## config.mk

```make
export PLATFORM = sky130hd
export DESIGN_NAME = irq_agg_ctrl
export DESIGN_NICKNAME = d
export VERILOG_FILES = /design/src/rtl/irq_agg_pkg.sv /design/src/rtl/irq_agg_ctrl_reg.sv /design/src/rtl/irq_agg_flag.sv /design/src/rtl/irq_agg_cause.sv /design/src/rtl/irq_agg_combine.sv /design/src/rtl/irq_agg_ctrl.sv
export SDC_FILE = /design/constraint.sdc
export NUM_CORES = 1
export LEC_CHECK = 0
export CAP_MARGIN = 40
export CORE_MARGIN = 1.5
export CORE_UTILIZATION = 28
export DETAILED_ROUTE_END_ITERATION = 6
export GPL_TIMING_DRIVEN = 0
export PLACE_DENSITY = 0.76
export SETUP_SLACK_MARGIN = 0.3
export SLEW_MARGIN = 15
export SYNTH_ARGS = -nofsm -noshare
export SYNTH_HDL_FRONTEND = slang
export SYNTH_SLANG_ARGS = --single-unit
```

## constraint.sdc

```tcl
create_clock -name clk -period 0.9 [get_ports clk]
set_input_delay 0.18 -clock clk [delete_from_list [all_inputs] [get_ports clk]]
set_output_delay 0.18 -clock clk [all_outputs]
set_load 0.02 [all_outputs]
```

## src/rtl/irq_agg_pkg.sv

```systemverilog
package irq_agg_pkg;

    localparam int REG_W      = 32;
    localparam int NUM_SRC    = 6;
    localparam int NUM_CAUSED = 2;
    localparam int CAUSE_W    = 2;
    localparam int ADDR_W     = 2;

    localparam logic [ADDR_W-1:0] ADDR_CTRL = 2'd0;
    localparam logic [ADDR_W-1:0] ADDR_STAT = 2'd1;

    // Source indices; status bit = index + 1
    localparam int SRC_UART1 = 0;
    localparam int SRC_UART2 = 1;
    localparam int SRC_MBOX  = 2;
    localparam int SRC_FW    = 3;
    localparam int SRC_TPM   = 4;
    localparam int SRC_IO    = 5;

    typedef enum logic [CAUSE_W-1:0] {
        CAUSE_NONE    = 2'd0,
        CAUSE_THRESH  = 2'd1,
        CAUSE_TIMEOUT = 2'd2,
        CAUSE_RSVD    = 2'd3
    } cause_e;

    typedef struct packed {
        logic io_en;
        logic tpm_en;
        logic fw_en;
        logic mbox_en;
        logic glob_en;
    } ctrl_t;

    localparam logic [REG_W-1:0] CTRL_MASK = 32'h000F_0001;

    function automatic ctrl_t word_to_ctrl(input logic [REG_W-1:0] w);
        ctrl_t c;
        c.glob_en = w[0];
        c.mbox_en = w[16];
        c.fw_en   = w[17];
        c.tpm_en  = w[18];
        c.io_en   = w[19];
        return c;
    endfunction

    function automatic logic [REG_W-1:0] ctrl_to_word(input ctrl_t c);
        logic [REG_W-1:0] w;
        w     = '0;
        w[0]  = c.glob_en;
        w[16] = c.mbox_en;
        w[17] = c.fw_en;
        w[18] = c.tpm_en;
        w[19] = c.io_en;
        return w;
    endfunction

    function automatic logic [NUM_SRC-1:0] src_enables(input ctrl_t c);
        return {c.io_en, c.tpm_en, c.fw_en, c.mbox_en, 1'b1, 1'b1};
    endfunction

    function automatic logic [REG_W-1:0] status_word(
        input logic [NUM_SRC-1:0] flags,
        input logic               irq,
        input cause_e             c1,
        input cause_e             c2
    );
        logic [REG_W-1:0] w;
        w                 = '0;
        w[0]              = irq;
        w[NUM_SRC:1]      = flags;
        w[9:8]            = c1;
        w[11:10]          = c2;
        return w;
    endfunction

endpackage

```

## src/rtl/irq_agg_ctrl_reg.sv

```systemverilog
module irq_agg_ctrl_reg
    import irq_agg_pkg::*;
#(
    parameter int W = REG_W
) (
    input  logic         clk,
    input  logic         rst,
    input  logic         wr_en,
    input  logic [W-1:0] wdata,
    output ctrl_t        ctrl_o
);
    logic [W-1:0] ctrl_q;

    always_ff @(posedge clk) begin
        if (rst) begin
            ctrl_q <= '0;
        end else if (wr_en) begin
            ctrl_q <= wdata & CTRL_MASK;
        end
    end

    assign ctrl_o = word_to_ctrl(ctrl_q);
endmodule

```

## src/rtl/irq_agg_flag.sv

```systemverilog
module irq_agg_flag (
    input  logic clk,
    input  logic rst,
    input  logic set_i,
    input  logic clear_i,
    output logic flag_o
);
    logic flag_q;

    always_ff @(posedge clk) begin
        if (rst) begin
            flag_q <= 1'b0;
        end else if (set_i) begin
            flag_q <= 1'b1;
        end else if (clear_i) begin
            flag_q <= 1'b0;
        end
    end

    assign flag_o = flag_q;
endmodule

```

## src/rtl/irq_agg_cause.sv

```systemverilog
module irq_agg_cause
    import irq_agg_pkg::*;
(
    input  logic   clk,
    input  logic   rst,
    input  logic   set_i,
    input  logic   clear_i,
    input  cause_e cause_i,
    output cause_e cause_o
);
    cause_e cause_q;

    always_ff @(posedge clk) begin
        if (rst) begin
            cause_q <= CAUSE_NONE;
        end else if (set_i) begin
            cause_q <= cause_i;
        end else if (clear_i) begin
            cause_q <= CAUSE_NONE;
        end
    end

    assign cause_o = cause_q;
endmodule

```

## src/rtl/irq_agg_combine.sv

```systemverilog
module irq_agg_combine #(
    parameter int N = 6
) (
    input  logic         clk,
    input  logic         rst,
    input  logic         glob_en,
    input  logic [N-1:0] flags,
    output logic         irq_o
);
    logic irq_q;

    always_ff @(posedge clk) begin
        if (rst) begin
            irq_q <= 1'b0;
        end else begin
            irq_q <= glob_en & (|flags);
        end
    end

    assign irq_o = irq_q;
endmodule

```

## src/rtl/irq_agg_ctrl.sv

```systemverilog
module irq_agg_ctrl
    import irq_agg_pkg::*;
#(
    parameter int DATA_W = REG_W,
    parameter int AW     = ADDR_W,
    parameter int NSRC   = NUM_SRC,
    parameter int CW     = CAUSE_W
) (
    input  logic              clk,
    input  logic              rst,
    input  logic              reg_wr,
    input  logic [AW-1:0]     reg_addr,
    input  logic [DATA_W-1:0] reg_wdata,
    output logic [DATA_W-1:0] reg_rdata,
    input  logic [NSRC-1:0]   src_evt,
    input  logic [CW-1:0]     uart1_cause,
    input  logic [CW-1:0]     uart2_cause,
    output logic              cpu_irq
);
    localparam int CLR_LSB = 1;

    ctrl_t            ctrl_q;
    logic [NSRC-1:0]  src_en;
    logic [NSRC-1:0]  set_vec;
    logic [NSRC-1:0]  clr_vec;
    logic [NSRC-1:0]  flag_vec;
    cause_e           cause_in  [NUM_CAUSED];
    cause_e           cause_out [NUM_CAUSED];
    logic             ctrl_wr;
    logic             stat_wr;

    assign ctrl_wr = reg_wr && (reg_addr == ADDR_CTRL);
    assign stat_wr = reg_wr && (reg_addr == ADDR_STAT);

    irq_agg_ctrl_reg #(.W(DATA_W)) u_ctrl (
        .clk    (clk),
        .rst    (rst),
        .wr_en  (ctrl_wr),
        .wdata  (reg_wdata),
        .ctrl_o (ctrl_q)
    );

    assign src_en  = src_enables(ctrl_q);
    assign set_vec = src_evt & src_en;
    assign clr_vec = stat_wr ? reg_wdata[CLR_LSB +: NSRC] : '0;

    assign cause_in[0] = cause_e'(uart1_cause);
    assign cause_in[1] = cause_e'(uart2_cause);

    for (genvar i = 0; i < NSRC; i++) begin : g_src
        irq_agg_flag u_flag (
            .clk     (clk),
            .rst     (rst),
            .set_i   (set_vec[i]),
            .clear_i (clr_vec[i]),
            .flag_o  (flag_vec[i])
        );
        if (i < NUM_CAUSED) begin : g_cause
            irq_agg_cause u_cause (
                .clk     (clk),
                .rst     (rst),
                .set_i   (set_vec[i]),
                .clear_i (clr_vec[i]),
                .cause_i (cause_in[i]),
                .cause_o (cause_out[i])
            );
        end
    end

    irq_agg_combine #(.N(NSRC)) u_comb (
        .clk     (clk),
        .rst     (rst),
        .glob_en (ctrl_q.glob_en),
        .flags   (flag_vec),
        .irq_o   (cpu_irq)
    );

    always_comb begin
        unique case (reg_addr)
            ADDR_CTRL: reg_rdata = ctrl_to_word(ctrl_q);
            ADDR_STAT: reg_rdata = status_word(flag_vec, cpu_irq,
                                               cause_out[0], cause_out[1]);
            default:   reg_rdata = '0;
        endcase
    end
endmodule

```

==> impl_metrics.json <==
{
  "ant_nets": 0,
  "crit_chain": "mux2i_2, nor2_2, buf_6",
  "clockBufferDepth": 2,
  "synth_cell_types": 21,
  "rsz0062_at_grt": "yes",
  "drt-initial-drc-count": 9,
  "antenna_found_initial": 0,
  "reg2reg_setup_slack_ns": -0.05,
  "synth_warnings": 0,
  "worstSetupStartpointType": "flip-flop",
  "end_kind": "output pin",
  "via_per_inst": 4.27,
  "die_w_um": 60.4,
  "setup_viol": 20,
  "cpMaxStageDelayCell": "dfxtp_4",
  "globalRoute.totalOverflow": 0,
  "synth_area_leaders": "dfxtp_1, buf_4, and2_1",
  "dieArea_mm2": 0.00365,
  "rr_endpoint": "u_comb.irq_o",
  "critPathMaxFanout": 2,
  "peakVddDrop_mv": 0.780,
  "fp.dieH_um": 60.4,
  "violations": "setup timing",
  "fin_crit_ns": 1.15,
  "rows": 20,
  "clock_sinks": 16,
  "hpwl_um": 1840,
  "clock_latency_ns": 0.29,
  "yosys_register_bits": 16,
  "final_nets": 234,
  "holdPathStages": 3,
  "whs_ns": 0.278,
  "drive_gt1_frac": 0.656,
  "hp-start": "reg_wdata[0]",
  "pwr_density_cell_mw_per_mm2": 949,
  "pin_count": 80,
  "r2r_cells": 3,
  "clock.fmax_ghz": 0.867,
  "start_util": 0.297,
  "coreArea_mm2": 0.00310,
  "tritoncts": "yes",
  "fin_skew_ns": 0.00899,
  "hold_buffers": 0,
  "synth_edf_count": 0,
  "min_period_over_period": 1.28,
  "crit_required_ns": 0.72,
  "p_leak_nw": 0.874,
  "synth_area_um2": 922,
  "yosysTopAreaCellShare": 0.347,
  "wl_um": 2910,
  "regToRegStartpoint": "g_src[2].u_flag.flag_o",
  "fin_cells": 230,
  "ys_seq_area_frac": 0.347,
  "hold_end": "u_ctrl.ctrl_q[0]",
  "nFillCells": 277,
  "syn_avg_cell_area_um2": 8.70,
  "port_buffers": 41,
  "netlist_instances": 106,
  "cp_num_buf_inv": 1,
  "grt_max_degree": 11,
  "drc": 0,
  "synth_ff_type": "dfxtp_1",
  "gp_congestion": 0.738,
  "arrival_ns": 0.97,
  "setup_ws_ns": -0.253,
  "place_inst": 207,
  "cts_buffers": 3,
  "first_pass_iters": 4,
  "status": "complete, but fails checks",
  "grt_pass1_vias": 919,
  "grt_util_all_layers": 0.156,
  "synthTopCellsByCount": "buf_4, dfxtp_1, and2_1",
  "crit_family": "flip-flops",
  "drv_cap": 0,
  "antenna_cells": 0,
  "async_flop_share": 0,
  "min_path_type": "input port to flip-flop",
  "crit_type": "flip-flop to output pin",
  "slew_violations": 0,
  "clk_pin_slew_ns": 0.10,
  "hold_viol_final": 0,
  "synth_most_common_cell": "buf_4",
  "max_stage_delay_ns": 0.35,
  "vias": 983,
  "h-tree-depth": 1,
  "clockRootBuffer": "clkbuf_4",
  "wl_per_cell_um": 12.6,
  "yosysTopAreaCell": "dfxtp_1",
  "syn_to_final_growth_pct": 107,
  "grt_pass1_wl_um": 4150
}
-- area by class of cell --
class | count | area (um^2) | area share
tap | 44 | 55.1 | 0.0289
clock buffer | 4 | 36.3 | 0.0191
inverter | 3 | 11.3 | 0.00591
buffer | 19 | 149 | 0.0782
multi-input combinational | 85 | 712 | 0.374
timing repair buffer | 59 | 598 | 0.314
sequential | 16 | 343 | 0.180
-- metal layers --
metal	vias to the layer above	routed length (um)	share of wire	track usage
met5	-	0	0	0
met4	0	19	0.0065	0.0476
met3	2	215	0.074	0.0512
met2	41	1550	0.53	0.287
met1	448	1120	0.39	0.169
li1	492	-	-	-
-- worst min-delay path: cells and delay by family --
kind | cells | cell delay [ns]
buf+inv | 1 | 0.23
simple gates | 1 | 0.06
mux | 1 | 0.06
-- cell usage in the layout (no fill, tap or decap) --
cell             instances
buf_6                   30
buf_4                   22
conb_1                  17
clkdlybuf4s50_1         16
dfxtp_2                 15
and2_4                  14
nand2b_1                 9
dlygate4sd2_1            6
mux2i_1                  5
clkbuf_4                 4
nand2_2                  4
a311oi_2                 4
o22ai_2                  4
nand2b_4                 3
nand2_1                  3
or3b_4                   3
a21oi_1                  3
nor2b_4                  2
clkbuf_8                 2
and4b_2                  2
a21oi_2                  2
inv_1                    2
buf_2                    2
nor2_4                   1
inv_2                    1
nand3b_1                 1
o41ai_2                  1
nor3b_4                  1
and3b_2                  1
o22ai_1                  1
nor2_1                   1
nor4_4                   1
mux2i_2                  1
nor2_2                   1
dfxtp_4                  1
-- cells by family (layout without fill, tap and decap cells) --
family          Yosys count  after routing  synth area share
mux                       6              6            0.0651
flops                    16             16             0.347
compound gates           15             15             0.109
simple gates             46             47             0.316
other cells               1             17           0.00407
buf+inv                  22             85             0.159
-- worst max path at each step --
stage / from / end / slack (ns) / depth (start not counted)
after floorplan: u_comb.irq_o / reg_rdata[0] / 0.06 / 2
after global placement: reg_addr[0] / reg_rdata[1] / -1.28 / 4
after detailed placement: reg_addr[0] / reg_rdata[1] / -1.31 / 4
after CTS: u_comb.irq_o / reg_rdata[0] / -0.27 / 3
after global routing: u_comb.irq_o / reg_rdata[0] / -0.31 / 3
final: u_comb.irq_o / reg_rdata[0] / -0.25 / 3
-- what timing repair did --
item | 4_1_cts | 5_1_grt
setup endpoints to repair | 32 | 32
gates resized for setup | 152 | 17
endpoints found under the hold margin | 0 | 0
pin swaps | 10 | 6
setup buffers | 11 | 7
cloned | 1 | 0
-- power by group --
group          switching [mW]  internal [mW]  total (mW)
registers              0.0215          0.743       0.764
logic                   0.246          0.310       0.556
clock network           0.240          0.247       0.486
total                   0.507           1.30        1.81
-- flip-flops by register name (all words and copies together), names as in the netlist --
name                           cells
g_src.u_flag.flag_o                6
g_src.g_cause.u_cause.cause_o      4
u_ctrl.ctrl_q                      5
u_comb.irq_o                       1
-- stage by stage --
stage	power (mW)	util	setup TNS (ns)	cell area [um^2]	setup slack (ns)
after floorplan	1.02	-	0	1060	0.0573
after global placement	1.20	0.492	-27.14	1530	-1.28
after detailed placement	1.21	0.492	-27.87	1530	-1.31
after CTS	1.76	0.569	-2.94	1770	-0.273
after global routing	1.91	0.614	-3.77	1900	-0.309
final	1.81	0.614	-2.97	1900	-0.253
No activity file was read; power rests on OpenSTA's default activity.
